===== src/rtl/spi_slv_pkg.sv =====
package spi_slv_pkg;

   typedef enum logic [1:0] {ST_OPC, ST_ADDR, ST_DATA, ST_LOCK} slv_state_e;
   typedef enum logic [1:0] {DIR_NONE, DIR_RD, DIR_WR} slv_dir_e;

   typedef struct packed {
      logic     valid;
      logic     has_addr;
      slv_dir_e dir;
   } opc_info_t;

   localparam logic [7:0] OPC_WLATCH_SET = 8'h06;
   localparam logic [7:0] OPC_WLATCH_CLR = 8'h04;
   localparam logic [7:0] OPC_STAT_RD    = 8'h05;
   localparam logic [7:0] OPC_STAT_WR    = 8'h01;
   localparam logic [7:0] OPC_ARR_RD     = 8'h03;
   localparam logic [7:0] OPC_ARR_PROG   = 8'h02;
   localparam logic [7:0] OPC_SECT_ERASE = 8'h52;
   localparam logic [7:0] OPC_FULL_ERASE = 8'h62;
   localparam logic [7:0] OPC_IDENT_RD   = 8'h15;

endpackage


===== src/rtl/spi_slv_sync.sv =====
module spi_slv_sync #(
   parameter int          W       = 4,
   parameter int          STAGES  = 2,
   parameter logic [W-1:0] RST_VAL = '0
) (
   input  logic         clk,
   input  logic         rst_n,
   input  logic [W-1:0] d,
   output logic [W-1:0] q
);
   logic [W-1:0] stg [STAGES];

   initial begin
      a_stages_min : assert (STAGES >= 2) else $error("STAGES must be at least 2");
      a_width_min  : assert (W >= 1) else $error("W must be at least 1");
   end

   always_ff @(posedge clk or negedge rst_n) begin
      if (!rst_n) stg[0] <= RST_VAL;
      else        stg[0] <= d;
   end

   for (genvar i = 1; i < STAGES; i++) begin : g_stage
      always_ff @(posedge clk or negedge rst_n) begin
         if (!rst_n) stg[i] <= RST_VAL;
         else        stg[i] <= stg[i-1];
      end
   end

   assign q = stg[STAGES-1];
endmodule


===== src/rtl/spi_slv_hold.sv =====
module spi_slv_hold (
   input  logic clk,
   input  logic rst_n,
   input  logic cs_n_s,
   input  logic sck_s,
   input  logic hold_n_s,
   output logic held
);
   logic hold_q;

   always_ff @(posedge clk or negedge rst_n) begin
      if (!rst_n) begin
         hold_q <= 1'b1;
         held   <= 1'b0;
      end else begin
         hold_q <= hold_n_s;
         if (cs_n_s) begin
            held <= 1'b0;
         end else if (!sck_s) begin
            if (hold_q && !hold_n_s)      held <= 1'b1;
            else if (!hold_q && hold_n_s) held <= 1'b0;
         end
      end
   end

   // a pause only begins on a pause-input fall seen with the clock low
   p_hold_entry_r8 : assert property (@(posedge clk) disable iff (!rst_n)
      $rose(held) |-> !$past(sck_s) && !$past(hold_n_s));

   // a pause only ends with the clock low, or by deselection
   p_hold_exit_r9 : assert property (@(posedge clk) disable iff (!rst_n)
      $fell(held) |-> $past(cs_n_s) || !$past(sck_s));
endmodule


===== src/rtl/spi_slv_decode.sv =====
module spi_slv_decode
   import spi_slv_pkg::*;
#(
   parameter bit ID_EN = 1'b1
) (
   input  logic [7:0] opcode,
   output opc_info_t  info
);
   logic id_hit;

   if (ID_EN) begin : g_id_on
      assign id_hit = (opcode == OPC_IDENT_RD);
   end else begin : g_id_off
      assign id_hit = 1'b0;
   end

   always_comb begin
      info = '{valid: 1'b0, has_addr: 1'b0, dir: DIR_NONE};
      case (opcode)
         OPC_WLATCH_SET, OPC_WLATCH_CLR, OPC_FULL_ERASE: info.valid = 1'b1;
         OPC_STAT_RD: begin
            info.valid = 1'b1;
            info.dir   = DIR_RD;
         end
         OPC_STAT_WR: begin
            info.valid = 1'b1;
            info.dir   = DIR_WR;
         end
         OPC_ARR_RD: begin
            info.valid    = 1'b1;
            info.has_addr = 1'b1;
            info.dir      = DIR_RD;
         end
         OPC_ARR_PROG: begin
            info.valid    = 1'b1;
            info.has_addr = 1'b1;
            info.dir      = DIR_WR;
         end
         OPC_SECT_ERASE: begin
            info.valid    = 1'b1;
            info.has_addr = 1'b1;
         end
         default: begin
            if (id_hit) begin
               info.valid = 1'b1;
               info.dir   = DIR_RD;
            end
         end
      endcase
   end
endmodule


===== src/rtl/spi_slv_engine.sv =====
module spi_slv_engine
   import spi_slv_pkg::*;
#(
   parameter int ADDR_BYTES = 3,
   localparam int ADDR_W    = 8 * ADDR_BYTES,
   localparam int BC_W      = $clog2(ADDR_BYTES + 1)
) (
   input  logic              clk,
   input  logic              rst_n,
   input  logic              cs_n_s,
   input  logic              held,
   input  logic              rise,
   input  logic              fall,
   input  logic              si_s,
   output logic [7:0]        byte_nxt,
   input  opc_info_t         info,
   output logic              op_valid,
   output logic [7:0]        op_code,
   output logic              addr_valid,
   output logic [ADDR_W-1:0] addr,
   output logic              wr_valid,
   output logic [7:0]        wr_data,
   output logic              rd_req,
   input  logic [7:0]        rd_data,
   output logic              so_d,
   output logic              tx_on
);
   slv_state_e      state;
   slv_dir_e        cur_dir;
   logic [6:0]      shreg;
   logic [2:0]      bit_cnt;
   logic [BC_W-1:0] byte_cnt;
   logic [7:0]      tx;
   logic            load_pend;

   initial begin
      a_addr_bytes : assert (ADDR_BYTES >= 2 && ADDR_BYTES <= 4)
         else $error("ADDR_BYTES must be 2..4");
   end

   assign byte_nxt = {shreg, si_s};
   assign so_d     = tx[7];

   always_ff @(posedge clk or negedge rst_n) begin
      if (!rst_n) begin
         state      <= ST_OPC;
         cur_dir    <= DIR_NONE;
         shreg      <= '0;
         bit_cnt    <= '0;
         byte_cnt   <= '0;
         tx         <= '0;
         tx_on      <= 1'b0;
         load_pend  <= 1'b0;
         op_valid   <= 1'b0;
         op_code    <= '0;
         addr_valid <= 1'b0;
         addr       <= '0;
         wr_valid   <= 1'b0;
         wr_data    <= '0;
         rd_req     <= 1'b0;
      end else begin
         op_valid   <= 1'b0;
         addr_valid <= 1'b0;
         wr_valid   <= 1'b0;
         rd_req     <= 1'b0;
         if (cs_n_s) begin
            state     <= ST_OPC;
            bit_cnt   <= '0;
            byte_cnt  <= '0;
            tx_on     <= 1'b0;
            load_pend <= 1'b0;
         end else if (!held) begin
            if (rise && state != ST_LOCK) begin
               shreg   <= byte_nxt[6:0];
               bit_cnt <= bit_cnt + 3'd1;
               if (bit_cnt == 3'd7) begin
                  case (state)
                     ST_OPC: begin
                        if (!info.valid) begin
                           state <= ST_LOCK;
                        end else begin
                           op_valid <= 1'b1;
                           op_code  <= byte_nxt;
                           cur_dir  <= info.dir;
                           byte_cnt <= '0;
                           if (info.has_addr) begin
                              state <= ST_ADDR;
                           end else begin
                              state <= ST_DATA;
                              if (info.dir == DIR_RD) begin
                                 rd_req    <= 1'b1;
                                 load_pend <= 1'b1;
                              end
                           end
                        end
                     end
                     ST_ADDR: begin
                        addr     <= {addr[ADDR_W-9:0], byte_nxt};
                        byte_cnt <= byte_cnt + 1'b1;
                        if (byte_cnt == BC_W'(ADDR_BYTES - 1)) begin
                           addr_valid <= 1'b1;
                           state      <= ST_DATA;
                           if (cur_dir == DIR_RD) begin
                              rd_req    <= 1'b1;
                              load_pend <= 1'b1;
                           end
                        end
                     end
                     ST_DATA: begin
                        if (cur_dir == DIR_WR) begin
                           wr_valid <= 1'b1;
                           wr_data  <= byte_nxt;
                        end else if (cur_dir == DIR_RD) begin
                           rd_req    <= 1'b1;
                           load_pend <= 1'b1;
                        end
                     end
                     default: ;
                  endcase
               end
            end
            if (fall && state == ST_DATA && cur_dir == DIR_RD) begin
               if (load_pend) begin
                  tx        <= rd_data;
                  tx_on     <= 1'b1;
                  load_pend <= 1'b0;
               end else begin
                  tx <= {tx[6:0], 1'b0};
               end
            end
         end
      end
   end

   // a locked frame raises nothing and drives nothing
   p_lock_silent_r6 : assert property (@(posedge clk) disable iff (!rst_n)
      state == ST_LOCK |-> !tx_on && !rd_req && !wr_valid && !addr_valid);

   // the memory-side strobes never coincide
   p_strobe_excl_r2 : assert property (@(posedge clk) disable iff (!rst_n)
      $onehot0({op_valid, addr_valid, wr_valid}));

   // an opcode strobe only follows the opcode phase
   p_opc_first_r2 : assert property (@(posedge clk) disable iff (!rst_n)
      op_valid |-> $past(state) == ST_OPC);

   // position and output byte are frozen during a pause
   p_hold_freeze_r8 : assert property (@(posedge clk) disable iff (!rst_n)
      held && !cs_n_s |=> $stable(bit_cnt) && $stable(state) && $stable(tx));

   // the output only switches on after a requested byte was pending
   p_tx_start_r5 : assert property (@(posedge clk) disable iff (!rst_n)
      $rose(tx_on) |-> $past(load_pend));
endmodule


===== src/rtl/spi_mem_slave.sv =====
module spi_mem_slave
   import spi_slv_pkg::*;
#(
   parameter int  ADDR_BYTES  = 3,
   parameter int  SYNC_STAGES = 2,
   parameter bit  ID_EN       = 1'b1,
   localparam int ADDR_W      = 8 * ADDR_BYTES
) (
   input  logic              clk,
   input  logic              rst_n,
   input  logic              sck,
   input  logic              cs_n,
   input  logic              hold_n,
   input  logic              si,
   output logic              so_d,
   output logic              so_en,
   output logic              op_valid,
   output logic [7:0]        op_code,
   output logic              addr_valid,
   output logic [ADDR_W-1:0] addr,
   output logic              wr_valid,
   output logic [7:0]        wr_data,
   output logic              rd_req,
   input  logic [7:0]        rd_data
);
   logic       cs_n_s, hold_n_s, sck_s, si_s;
   logic       sck_q, rise, fall, held, tx_on;
   logic [7:0] byte_nxt;
   opc_info_t  info;

   spi_slv_sync #(.W(4), .STAGES(SYNC_STAGES), .RST_VAL(4'b1100)) u_sync (
      .clk   (clk),
      .rst_n (rst_n),
      .d     ({cs_n, hold_n, sck, si}),
      .q     ({cs_n_s, hold_n_s, sck_s, si_s})
   );

   always_ff @(posedge clk or negedge rst_n) begin
      if (!rst_n) sck_q <= 1'b0;
      else        sck_q <= sck_s;
   end

   assign rise = sck_s & ~sck_q;
   assign fall = ~sck_s & sck_q;

   spi_slv_hold u_hold (
      .clk      (clk),
      .rst_n    (rst_n),
      .cs_n_s   (cs_n_s),
      .sck_s    (sck_s),
      .hold_n_s (hold_n_s),
      .held     (held)
   );

   spi_slv_decode #(.ID_EN(ID_EN)) u_dec (
      .opcode (byte_nxt),
      .info   (info)
   );

   spi_slv_engine #(.ADDR_BYTES(ADDR_BYTES)) u_eng (
      .clk        (clk),
      .rst_n      (rst_n),
      .cs_n_s     (cs_n_s),
      .held       (held),
      .rise       (rise),
      .fall       (fall),
      .si_s       (si_s),
      .byte_nxt   (byte_nxt),
      .info       (info),
      .op_valid   (op_valid),
      .op_code    (op_code),
      .addr_valid (addr_valid),
      .addr       (addr),
      .wr_valid   (wr_valid),
      .wr_data    (wr_data),
      .rd_req     (rd_req),
      .rd_data    (rd_data),
      .so_d       (so_d),
      .tx_on      (tx_on)
   );

   assign so_en = tx_on & ~held & ~cs_n_s;

   // deselection of one cycle later leaves no strobe behind
   p_idle_quiet_r1 : assert property (@(posedge clk) disable iff (!rst_n)
      cs_n_s && $past(cs_n_s) |-> !op_valid && !addr_valid && !wr_valid && !rd_req);
endmodule


===== config.mk =====
export PLATFORM = sky130hd
export DESIGN_NAME = spi_mem_slave
export DESIGN_NICKNAME = d
export VERILOG_FILES = /design/src/rtl/spi_slv_pkg.sv /design/src/rtl/spi_slv_sync.sv /design/src/rtl/spi_slv_hold.sv /design/src/rtl/spi_slv_decode.sv /design/src/rtl/spi_slv_engine.sv /design/src/rtl/spi_mem_slave.sv
export SDC_FILE = /design/constraint.sdc
export NUM_CORES = 1
export LEC_CHECK = 0
export CORE_MARGIN = 4
export CORE_UTILIZATION = 49
export CTS_BUF_LIST = sky130_fd_sc_hd__clkbuf_4 sky130_fd_sc_hd__clkbuf_8
export DETAILED_ROUTE_END_ITERATION = 8
export PLACE_DENSITY_LB_ADDON = 0.12
export SYNTH_ARGS = -nofsm -noshare
export SYNTH_HDL_FRONTEND = slang
export SYNTH_SLANG_ARGS = --single-unit

===== constraint.sdc =====
create_clock -name clk -period 2.1 [get_ports clk]
set_input_delay 0.42 -clock clk [delete_from_list [all_inputs] [get_ports clk]]
set_output_delay 0.42 -clock clk [all_outputs]
set_load 0.01 [all_outputs]

# After elaboration in Yosys (flattened, before gate mapping)
# Index checks and enable logic that the tools add are counted.
# Widths: inputs -> output; s select.
classes:
  bitwise: 8
  n_mux: 73
  reduce_logical: 29
  add_sub_neg: 2
  div_mod_pow: 0
  shifts: 0
  eq_ne: 21
  order_cmp: 0
  n_mul: 0
ops:
  columns: ["operator", "count"]
  rows:
  - ["$mux 1", 52]
  - ["$eq 8x3->1 const B", 3]
  - ["$mux 2", 12]
  - ["$eq 8x2->1 const B", 2]
  - ["$eq 8x7->1 const B", 2]
  - ["$reduce_and 5->1", 3]
  - ["$reduce_and 6->1", 2]
  - ["$mux 3", 3]
  - ["$reduce_and 3->1", 3]
  - ["$eq 8x1->1 const B", 1]
  - ["$eq 8x5->1 const B", 1]
  - ["$mux 8", 1]
  - ["$pmux 2 s2", 2]
  - ["$reduce_bool 2->1", 4]
  - ["$reduce_or 8->1", 1]
  - ["$eq 2x1->1 const B", 3]
  - ["$eq 2x2->1 const B", 3]
  - ["$ne 3x2->1 const B", 2]
  - ["$pmux 1 s3", 2]
  - ["$pmux 2 s3", 1]
  - ["$reduce_bool 3->1", 2]
  - ["$logic_and 1x1->1", 5]
  - ["$and 1x1->1", 4]
  - ["$ne 2x2->1 const B", 2]
  - ["other kinds (11)", 17]
totals:
  out_inout_bits: 46
  input_bits: 14
  ram_bits: 0
  register_bits: 81
  romBits: 0
  latch_bits: 0
  n_memories: 0

# Longest topological paths before layout
# Gate-level depths: netlist of run 1.
depth:
  ltp_word: 14
  depth_mapped: 7
  depth_no_buf: 6

# Hierarchy
# Synthesis of run 1 repeated with hierarchy kept, for this count alone.
hier_totals:
  cells_unflattened: 247
  hier_area_um2: 3410.8
by_module_without_submodules:
  columns: ["mod", "cells_each", "area_each_um2", "n_inst", "seq_area_each_um2"]
  rows:
  - ["spi_slv_engine", 206, 2916.5, 1, 1751.7]
  - ["spi_slv_sync", 12, 235.2, 1, 205.2]
  - ["spi_slv_decode", 19, 133.9, 1, 0.0]
  - ["spi_slv_hold", 6, 75.1, 1, 51.3]
  - ["spi_mem_slave", 4, 50.0, 1, 25.0]

# Worst setup path before layout of run 1
# OpenSTA, ideal clock, no wires.
synth_timing:
  kind: "flip-flop to flip-flop"
  from: "reg u_hold.held"
  to: "reg u_eng.addr[10]"
  path_stages_with_launch: 5
  period_less_slack_ps: 1974
  t_arrival_ps: 1849
  setup_slack_ps: 126
  required_ps: 1975
  path_buffers: 1
  path_cell_list: "dfrtp_1 or3b_4 nor4_4 buf_6 mux2_2"
synth_via:
  elab_chain_len: 2
synth_rtl:
  columns: ["element", "line_no", "source"]
  rows:
  - ["start, declared", "spi_slv_hold.sv:7", "output logic held"]
  - ["start signal, assigned", "spi_slv_hold.sv:14", "held <= 1'b0;"]
  - ["start signal, assigned", "spi_slv_hold.sv:18", "held <= 1'b0;"]
  - ["start signal, assigned", "spi_slv_hold.sv:20", "if (hold_q && !hold_n_s) held <= 1'b1;"]
  - ["$not 1->1 (no line)", null, null]
  - ["$reduce_and 5->1 (no line)", null, null]
  - ["end signal, assigned", "spi_slv_engine.sv:98", "addr <= {addr[ADDR_W-9:0], byte_nxt};"]
  - ["end, declared", "spi_slv_engine.sv:20", "output logic [ADDR_W-1:0] addr,"]
# No other way between the ends.
# A chain may end at the register's enable or synchronous reset.

# Worst setup path in the final report of run 1
layout_timing:
  from: "reg u_eng.bit_cnt[0]"
  to: "reg u_eng.cur_dir[1]"
layout_via:
  elab_chain_len: 2
layout_rtl:
  columns: ["element", "line_no", "source"]
  rows:
  - ["start, declared", "spi_slv_engine.sv:31", "logic [2:0] bit_cnt;"]
  - ["start signal, assigned", "spi_slv_engine.sv:75", "bit_cnt <= bit_cnt + 3'd1;"]
  - ["$eq 3x3->1", "spi_slv_engine.sv:76", "if (bit_cnt == 3'd7) begin"]
  - ["$reduce_and 6->1 (no line)", null, null]
  - ["end signal, assigned", "spi_slv_engine.sv:84", "cur_dir <= info.dir;"]
  - ["end, declared", "spi_slv_engine.sv:29", "slv_dir_e cur_dir;"]
# No other way between the ends.

==> results.md, run 1 <==
* Outcome: finished, final reports clean
* Final Hold Fails at 0
* Drt via density at between 5 and 6
* Pin count of the biggest net entering global routing at 38
* Starting Density at between 50% and 60%
* Crit Path Class: register to register
* Number of placed I/O pins at 60
* Fraction of layout cells with a size suffix above 1 at 25.5%
* All-Layer GR Usage at between 15 and 20%
* Fin Hold WS at ~340 ps
* Multi-input combinational cell area at 1220 um^2
* Max Slew Vio Count at 0
* Most used flip-flop cell after synthesis: dfrtp_1
* Vias in the first global route at between 2000 and 2500
* Die Ht at 90.8 um
* RSZ-0062 raised after global routing: false
* Syn Nets at approximately 270
* Commonest non-fill, non-tap cell in the layout: dfrtp_1
* Antenna viol nets, final at 0
* Die W at between 90 and 100 um
* Hold Path Class: register to register
* Synthesized area at 3360 um^2
* Post-DP HPWL at between 4 and 5 mm
* Post-synthesis to final-layout area growth at 28.4%
* Nets@finish at 345
* Crit path DAT at about 2200 ps
* H-tree depth at 3
* Post-layout utilization of the core at 66.3%
* CTS tree: done
* Die area at 8240 um^2
* CP max FO at 11
* Crit path required time at ~2300 ps
* Sequential cell area at a little over 2000 um^2
* Overflow after GRT at 0
* CTS root buf: clkbuf_8
* # fillers at around 510
* WL final at around 6.1 mm
* IO buf count at 59
* First-iteration detailed-routing DRC count at about 150
* Relative slew slack at a little over two thirds
* CP cell instances: ha_1 -> ha_2 -> a21boi_1 -> nand3_1 -> a31oi_1 -> buf_4 -> mux2_2
* CP startpoint: u_eng.bit_cnt[0]$_DFFE_PN0P_
* Setup TNS at 0 ps
* Final worst setup slack at 128 ps
* Drc violations at 0
* First-pass iteration count of the detailed router at 4
* Max Freq at slightly above 500 MHz
* Worst Tran Pin Value at around 450 ps
* Cell variety after synth at 46
* Crit. End Element: register
* Worst Setup Start Kind: register
* Pre-CTS WS at 58.2 ps
* Drt wl/cell at 14.8 um
* Peak VDD IR at 0.504 mV
* GP Congestion at 0.811
* Seq cells post-synth at 81
* # rows at 29
* Clock Pin Slew Worst Setup and Hold Paths at around 80 ps
* Clock sink total at roughly 80
* CP max-delay cell: dfrtp_1
* Crit path largest cell delay at 370 ps
* Postcts setup bufs at 0
* Post-synth EDFFs at 0
* Max cap viols at 0
* Final setup violation count at 0
* Vias at about 2200
* Most frequent cells in the layout: dfrtp_1 (76), clkdlybuf4s50_1 (57), mux2_2 (41)
* Worst Clk Skew at 9.79 ps
* Clk buf depth at 2
* Final period util at 93.9%
* Ys Warns at 0
* Syn avg cell area at roughly 13 um^2
* Clk_lat worst skew at ~340 ps
* Syn Inst Count at about 250
* Pleak at 1.98 nW
* Worst r2r src: u_eng.bit_cnt[0]$_DFFE_PN0P_
* First-pass GRT wire length at 10.5 mm
* Seq/Total Area, Yosys at between 60% and 70%
* CTS Buf Count at 9
* Post-route minimum period at 1970 ps
* Antenna Cells at 0
* Core Region at 6490 um^2
* FFs w/ async S/R, synth at 100%
* Hold Startpoint: u_sync.stg[5]$_DFF_PN0_
* Antenna violations before repair at 0
* PwrDens at ~710 nW/um^2
## report_power, final
group	total (mW)	switching, mW	internal, mW
Sequential	1.73	0.106	1.63
Clock	0.988	0.537	0.452
Combinational	0.332	0.167	0.166
## Yosys cell counts (3+ instances only)
master    count  share of area [%]
mux2_2       41                 14
nor2_1        7               0.78
inv_1        10                1.1
nand2_1      14                1.6
a21oi_1       4               0.60
ha_1          3                1.1
dfstp_2       5                3.9
a31oi_1       3               0.56
clkbuf_1      7               0.78
dfrtp_1      76                 57
mux2i_1      12                3.6
nor3b_1       4               0.89
nor2b_1       7                1.3
o22ai_1       3               0.56
nor3_1        3               0.45
o21ai_0      13                1.9
and2_1        3               0.56
## area by class of cell
type / count / area share, %
flip-flops and latches: 81 / 47.3
inverters: 10 / 0.871
clock inverters: 5 / 0.755
multi-input cells: 150 / 28.3
well taps: 77 / 2.24
clock buffers: 11 / 3.22
repair buffers: 76 / 17.3
## critical path, delay by kind of cell, from the launching register on
kind | cells | cell delay, ps
buffers and inverters | 1 | 210
muxes | 1 | 340
AOI/OAI and AO/OA | 2 | 400
DFF | 1 | 370
adders and majority gates | 2 | 380
and+or+nand+nor | 1 | 150
## flip-flops by register name, indices dropped and copies added, names as in the netlist, 2 cells and up
register and cells:
u_eng.addr 24, u_eng.op_code 8, u_eng.tx 8, u_eng.wr_data 8
u_eng.shreg 7, u_sync.q 4, u_sync.stg 4, u_eng.bit_cnt 3
u_eng.byte_cnt 2, u_eng.cur_dir 2, u_eng.state 2
## worst paths after layout
| check | depth (start not counted) | slack, ps | end |
|---|---|---|---|
| min | 0 | 340 | u_sync.q[1]$_DFF_PN0_ |
| max reg2reg | 7 | 130 | u_eng.cur_dir[1]$_DFFE_PN0P_ |
| min reg2reg | 0 | 340 | u_sync.q[1]$_DFF_PN0_ |
| max in group asynchronous | 3 | 1010 | u_eng.cur_dir[1]$_DFFE_PN0P_ |
| min in group asynchronous | 2 | 530 | u_eng.tx[5]$_DFFE_PN0P_ |
| max | 7 | 130 | u_eng.cur_dir[1]$_DFFE_PN0P_ |
## metrics by stage
step	instance area [um^2]	std cells	power, mW
after floorplan	3360	254	1.91
after global placement	4110	393	2.09
after detailed placement	4110	393	2.09
after CTS	4290	410	3.08
after global routing	4310	410	3.20
final	4310	410	3.05
## cells by family (layout without fill, tap and decap cells)
logic type,after synthesis,after routing,share of synthesized area (%)
xor gates and xnor gates,2,2,0.522
DFF,81,81,60.6
muxes,54,54,17.7
AOI/OAI and AO/OA,35,35,6.78
and+or+nand+nor,56,56,10.0
adders and majority gates,3,3,1.12
buffers and inverters,23,102,3.32
## timing repair
action                                  4_1_cts  5_1_grt
hold buffers                                  1        0
gates resized for setup                       0        6
endpoints found under the setup margin        0       14
endpoints found under the hold margin        22        0
## layer usage
metal / part of all wire, % / vias to the layer above / track usage, % / wire [um]
li1: - / 1057 / - / -
met1: 49 / 1057 / 22.1 / 2950
met2: 45 / 53 / 23.2 / 2750
met3: 4.6 / 8 / 3.83 / 278
met4: 1.5 / 0 / 7.41 / 90
met5: 0 / - / 0 / 0
Power figures use the tool's default switching activity.
==> inputs of run 2 (changes only) <==
--- a/config.mk
+++ b/config.mk
@@ -9,6 +9,7 @@
 export CORE_UTILIZATION = 49
 export CTS_BUF_LIST = sky130_fd_sc_hd__clkbuf_4 sky130_fd_sc_hd__clkbuf_8
 export DETAILED_ROUTE_END_ITERATION = 8
+export GPL_TIMING_DRIVEN = 0
 export PLACE_DENSITY_LB_ADDON = 0.12
 export SYNTH_ARGS = -nofsm -noshare
 export SYNTH_HDL_FRONTEND = slang
==> run 2 against run 1 <==
  * Count of clock-buffer cells in the layout did not move
  * Register-to-register slack got worse by 20 ps
  * Fmax fell by 0.92%
  * Sequential power barely moved
  * Cell count rose by 0.49%
  * Power rose by 4.5%
  * Critical path type unchanged
==> results.md, run 2 (synthesis results as in run 1) <==
* Crit path required time at 2330 ps (about the same)
* Clock sink total at 81 (unchanged)
* Final Hold Fails at 0 (unchanged)
* First-iteration detailed-routing DRC count at 115 (-21%)
* Vias at 2189 (+0.64%)
* Worst Setup Start Kind: register
* Max FFs per register at 24 (unchanged)
* H-tree depth at 3 (unchanged)
* Worst Tran Pin Value at 622 ps (+169 ps)
* Post-layout utilization of the core at 67.3% (+0.94 points)
* Die Ht at 90.8 um (unchanged)
* Post-DP HPWL at 4.34 mm (-0.95%)
* Crit path DAT at 2220 ps (+20 ps)
* Max cap viols at 0 (unchanged)
* GP Congestion at 0.836 (+3.1%)
* Top sig layer: met4
* Antenna violations before repair at 0 (unchanged)
* Met2 wire len at 2.96 mm (+7.9%)
* Drt wl/cell at 15.5 um (+4.7%)
* Fin Hold WS at 39.3 ps (-304 ps)
* Crit Path Class: register to register
* Final worst setup slack at 109 ps (-18.3 ps)
* CTS root buf: clkbuf_8
* All-Layer GR Usage at 16.8% (+0.96 points)
* Relative slew slack at 58.5% (-11 points)
* Clk buf depth at 2 (unchanged)
* Nets@finish at 347 (+0.58%)
* Final Non-Filler Cells at 412 (+0.49%)
* Pre-CTS WS at -240 ps (-298 ps)
* Final setup violation count at 0 (unchanged)
* Largest Register: u_eng.addr
* Fraction of layout cells with a size suffix above 1 at 27.2% (+1.6 points)
* Crit path largest cell delay at 460 ps (+90 ps)
* CP cell instances: nor4_2 -> o211ai_1 -> a31oi_2 -> buf_6 -> mux2_2
* Overall Power at 3.19 mW (+4.5%)
* Peak VDD IR at 0.626 mV (+24%)
* # rows at 29 (unchanged)
* Clk_lat worst skew at 350 ps (about the same)
* Max Slew Vio Count at 0 (unchanged)
* First-pass GRT wire length at 11.1 mm (+5.8%)
* Drt via density at 5.31 (+0.16%)
* Die area at 8240 um^2 (unchanged)
* IO buf count at 59 (unchanged)
* Psw at 0.827 mW (+2.2%)
* # fillers at 509 (+0.79%)
* RSZ-0062 raised after global routing: false
* Die W at 90.8 um (unchanged)
* Hold Path Class: input port to asynchronous set/reset pin
* Post-route minimum period at 1990 ps (+18.3 ps)
* Post-synthesis to final-layout area growth at 30.2%
* PwrDens at 730 nW/um^2 (+3.1%)
* Most frequent cells in the layout: dfrtp_1 (76), clkdlybuf4s50_1 (57), mux2_2 (41)
* Outcome: finished, final reports clean
* Clock Pin Slew Worst Setup and Hold Paths at 80 ps (about the same)
* Comb power frac at 10.7% (-0.2 points)
* Final period util at 94.8% (+0.87 points)
* Drc violations at 0 (unchanged)
* Antenna viol nets, final at 0 (unchanged)
* Routed metal-1 wire length at 2.99 mm (+1.6%)
* Crit. End Element: register
* Placed Cells at 391 (-0.51%)
* Commonest non-fill, non-tap cell in the layout: dfrtp_1
* Internal Power at 2.36 mW (+5.4%)
* CTS tree: done
* Number of placed I/O pins at 60 (unchanged)
* Starting Density at 51.7% (unchanged)
* CP max-delay cell: dfrtp_1
* Metal3 WL at 333 um (+20%)
* Overflow after GRT at 0 (unchanged)
* Core Region at 6490 um^2 (unchanged)
* CTS Buf Count at 9 (unchanged)
* Worst Clk Skew at 9.64 ps (-0.158 ps)
* Clock power frac at 35.4% (+3.0 points)
* Pin count of the biggest net entering global routing at 42 (+11%)
* First-pass iteration count of the detailed router at 4 (unchanged)
* Switch share at 25.9% (-0.60 points)
* Max Freq at 502 MHz (-0.92%)
* Vias in the first global route at 2184 (+1.3%)
* CP max FO at 10 (-1)
* Sequential share of power at 54.0% (-2.7 points)
* Pleak at 1.99 nW (+0.59%)
* WL final at 6.38 mm (+5.2%)
* Antenna Cells at 0 (unchanged)
## run 2: layout make-up
cell class	count	area [um^2]	area share [%]
inverter	10	37.5	0.859
multi-input combinational	150	1270	29.0
sequential	81	2030	46.5
tap	77	96.3	2.20
buffer	13	90.1	2.06
clock buffer	11	145	3.32
clock inverter	5	55.1	1.26
timing repair buffer	65	644	14.7
## run 2: what timing repair did
action / 4_1_cts / 5_1_grt
buffers inserted: 3 / 2
resized for setup: 11 / 10
pin swaps: 1 / 1
endpoints found under the setup margin: 30 / 22
hold buffers: 0 / 0
## run 2: critical path, delay by kind of cell, from the launching register on
kind                   cells  cell delay, ps
and+or+nand+nor            1             400
buffers and inverters      1             170
AOI/OAI and AO/OA          2             500
DFF                        1             460
muxes                      1             340
## run 2: worst paths after layout
kind | startpoint | end | slack [ps] | cells after the start
worst max-delay path | u_eng.shreg[4]$_DFFE_PN0P_ | u_eng.cur_dir[1]$_DFFE_PN0P_ | 110 | 5
worst min-delay path | rst_n | u_eng.tx[4]$_DFFE_PN0P_ | 40 | 1
worst max register to register | u_eng.shreg[4]$_DFFE_PN0P_ | u_eng.cur_dir[1]$_DFFE_PN0P_ | 110 | 5
worst min register to register | u_sync.stg[4]$_DFF_PN0_ | u_sync.q[0]$_DFF_PN0_ | 350 | 0
max in group asynchronous | rst_n | u_eng.shreg[1]$_DFFE_PN0P_ | 1470 | 2
min in group clk | u_sync.stg[4]$_DFF_PN0_ | u_sync.q[0]$_DFF_PN0_ | 350 | 0
## run 2: power groups by stage
| stage | Sequential (mW) | Combinational, mW | Clock [mW] |
|---|---|---|---|
| 2_1_floorplan | 1.71 | 0.204 | 0 |
| 3_3_place_gp | 1.74 | 0.304 | 0 |
| 6_report | 1.72 | 0.341 | 1.13 |
| 5_1_grt | 1.74 | 0.388 | 1.23 |
| 4_1_cts | 1.72 | 0.325 | 1.16 |
| 3_5_place_dp | 1.74 | 0.311 | 0 |
## run 2: stage by stage
step                instance area, um^2  TNS [ps]
CTS                                4320         0
global placement                   4040   -177340
detailed placement                 4060     -3670
floorplan                          3360         0
finish                             4370         0
global route                       4370         0
## run 2: per-layer routing
metal | global-route usage [%] | vias to the layer above
met5 | 0 | -
met4 | 4.52 | 0
met3 | 6.42 | 8
met2 | 24.5 | 50
met1 | 23.5 | 1075
li1 | - | 1056
==> inputs of run 3 (changes only) <==
--- a/config.mk
+++ b/config.mk
@@ -11,6 +11,7 @@
 export DETAILED_ROUTE_END_ITERATION = 8
 export GPL_TIMING_DRIVEN = 0
 export PLACE_DENSITY_LB_ADDON = 0.12
+export SKIP_LAST_GASP = 1
 export SYNTH_ARGS = -nofsm -noshare
 export SYNTH_HDL_FRONTEND = slang
 export SYNTH_SLANG_ARGS = --single-unit
==> run 3 against run 2 <==
  * Final area down 0.20%
  * Setup slack worse by 3.2 ps
  * Wire length up 0.67%
  * Power about the same
  * Clock power about the same
  * Clock skew down 1.3 ps
  * Via count up 0.50%
  * Critical path depth unchanged
  * Largest cell class unchanged
  * Highest routed layer unchanged
==> results.md, run 3 (synthesis results as in run 1) <==
* Final setup violation count at 0 (unchanged)
* Drt wl/cell at 15.6 um (+0.67%)
* Vias in the first global route at 2183 (-0.046%)
* Drt via density at 5.34 (+0.50%)
* Post-route minimum period at 1990 ps (+3.25 ps)
* First-pass iteration count of the detailed router at 4 (unchanged)
* Pin count of the biggest net entering global routing at 42 (unchanged)
* Buf+Inv Stages, Crit Path at 1 (unchanged)
* Number of hold buffers added after CTS at 0 (unchanged)
* Max Freq at 502 MHz (-0.16%)
* First-iteration detailed-routing DRC count at 141 (+23%)
* IO buf count at 59 (unchanged)
* Crit path required time at 2330 ps (about the same)
* Max cap viols at 0 (unchanged)
* Pre-CTS WS at -240 ps (unchanged)
* Starting Density at 51.7% (unchanged)
* Largest Register: u_eng.addr
* Crit path largest cell delay at 450 ps (about the same)
* Number of placed I/O pins at 60 (unchanged)
* Crit Path Class: register to register
* CP max-delay cell: or3b_4
* Hold Path Class: input port to asynchronous set/reset pin
* Drc violations at 0 (unchanged)
* CTS Buf Count at 9 (unchanged)
* Commonest non-fill, non-tap cell in the layout: dfrtp_1
* Die area at 8240 um^2 (unchanged)
* WL final at 6.42 mm (+0.67%)
* Antenna violations before repair at 0 (unchanged)
* Final Hold Fails at 0 (unchanged)
* Clock sink total at 81 (unchanged)
* CP top delay family: simple AND/OR/NAND/NOR gates
* Clock Pin Slew Worst Setup and Hold Paths at 80 ps (about the same)
* Fraction of layout cells with a size suffix above 1 at 27.2% (unchanged)
* # fillers at 506 (-0.59%)
* Antenna Cells at 0 (unchanged)
* Worst Tran Pin Value at 622 ps (-0.0182 ps)
* CTS root buf: clkbuf_8
* # rows at 29 (unchanged)
* Vias at 2200 (+0.50%)
* Pleak at 2.00 nW (+0.48%)
* CTS tree: done
* Peak VDD IR at 0.629 mV (+0.46%)
* Final period util at 94.9% (+0.15 points)
* CP max FO at 8 (-2)
* First-pass GRT wire length at 11.1 mm (-0.25%)
* Worst Clk Skew at 8.30 ps (-1.34 ps)
* H-tree depth at 3 (unchanged)
* Clk_lat worst skew at 350 ps (about the same)
* Setup TNS at 0 ps (unchanged)
* Worst Setup Start Kind: register
* Die Ht at 90.8 um (unchanged)
* Overflow after GRT at 0 (unchanged)
* GP Congestion at 0.836 (unchanged)
* Antenna viol nets, final at 0 (unchanged)
* Crit. End Element: register
* Multi-input combinational cell area at 1260 um^2 (-0.49%)
* Max FFs per register at 24 (unchanged)
* RSZ-0062 raised after global routing: false
* Max Slew Vio Count at 0 (unchanged)
* CP cell instances: or3b_4 -> nor3_2 -> and4_1 -> buf_4 -> mux2_2
* Most frequent cells in the layout: dfrtp_1 (76), clkdlybuf4s50_1 (57), mux2_2 (41)
* Outcome: finished, final reports clean
* Sequential cell area at 2030 um^2 (unchanged)
* Nets@finish at 347 (unchanged)
* Crit path DAT at 2230 ps (about the same)
* Die W at 90.8 um (unchanged)
* Overall Power at 3.19 mW (about the same)
* PwrDens at 732 nW/um^2 (+0.24%)
* Relative slew slack at 58.5% (about the same)
* All-Layer GR Usage at 16.7% (-0.018 points)
* Final worst setup slack at 106 ps (-3.24 ps)
* Post-synthesis to final-layout area growth at 29.9%
* Post-DP HPWL at 4.34 mm (unchanged)
* Clk buf depth at 2 (unchanged)
* Core Region at 6490 um^2 (unchanged)
[run 3: path summary, 6_finish.rpt]
check | from | to | slack (ps) | cells past startpoint
max | u_hold.held$_DFFE_PN0P_ | u_eng.wr_data[0]$_DFFE_PN0P_ | 110 | 5
min | rst_n | u_eng.tx[4]$_DFFE_PN0P_ | 40 | 1
max reg2reg | u_hold.held$_DFFE_PN0P_ | u_eng.wr_data[0]$_DFFE_PN0P_ | 110 | 5
min reg2reg | u_sync.stg[4]$_DFF_PN0_ | u_sync.q[0]$_DFF_PN0_ | 350 | 0
max in group asynchronous | rst_n | u_eng.wr_data[7]$_DFFE_PN0P_ | 1470 | 2
min in group clk | u_sync.stg[4]$_DFF_PN0_ | u_sync.q[0]$_DFF_PN0_ | 350 | 0
[run 3: what timing repair did]
action / 4_1_cts / 5_1_grt
pin swaps: 1 / 1
gates resized for setup: 7 / 14
endpoints found under the setup margin: 30 / 25
buffers inserted: 3 / 2
cloned: 0 / 0
[run 3: stage by stage]
stage | hold WS [ps] | std cells | util (%) | cell area (um^2)
CTS | 53.2 | 410 | 66.3 | 4310
detailed placement | 337 | 391 | 62.5 | 4060
finish | 39.3 | 412 | 67.2 | 4360
floorplan | 124 | 254 | - | 3360
global placement | 331 | 390 | 62.3 | 4040
global route | 56.3 | 412 | 67.2 | 4360
[run 3: per-layer routing]
metal  share of wire [%]  vias to the layer above  wire (um)  global-route usage [%]
met5                   0                        -          0                       0
met4                 1.2                        0         75                    4.52
met3                 5.4                        8        348                    6.42
met2                  46                       59       2930                    24.5
met1                  48                     1078       3060                    23.5
li1                    -                     1055          -                       -
[run 3: power breakdown]
part / switching, mW / total, mW / leakage [nW] / internal (mW)
combinational: 0.194 / 0.341 / 0.851 / 0.147
clock: 0.538 / 1.13 / 0.0987 / 0.591
sequential: 0.0964 / 1.72 / 1.05 / 1.62
total: 0.829 / 3.19 / 2.00 / 2.36
[run 3: layout make-up]
type                            count  share of cell area (%)
Buffer                             13                    1.92
Clock buffer                       11                    3.33
Clock inverter                      5                    1.26
Inverter                           10                   0.861
Multi-Input combinational cell    150                    28.9
Sequential cell                    81                    46.6
Tap cell                           77                    2.21
Timing Repair Buffer               65                    14.9
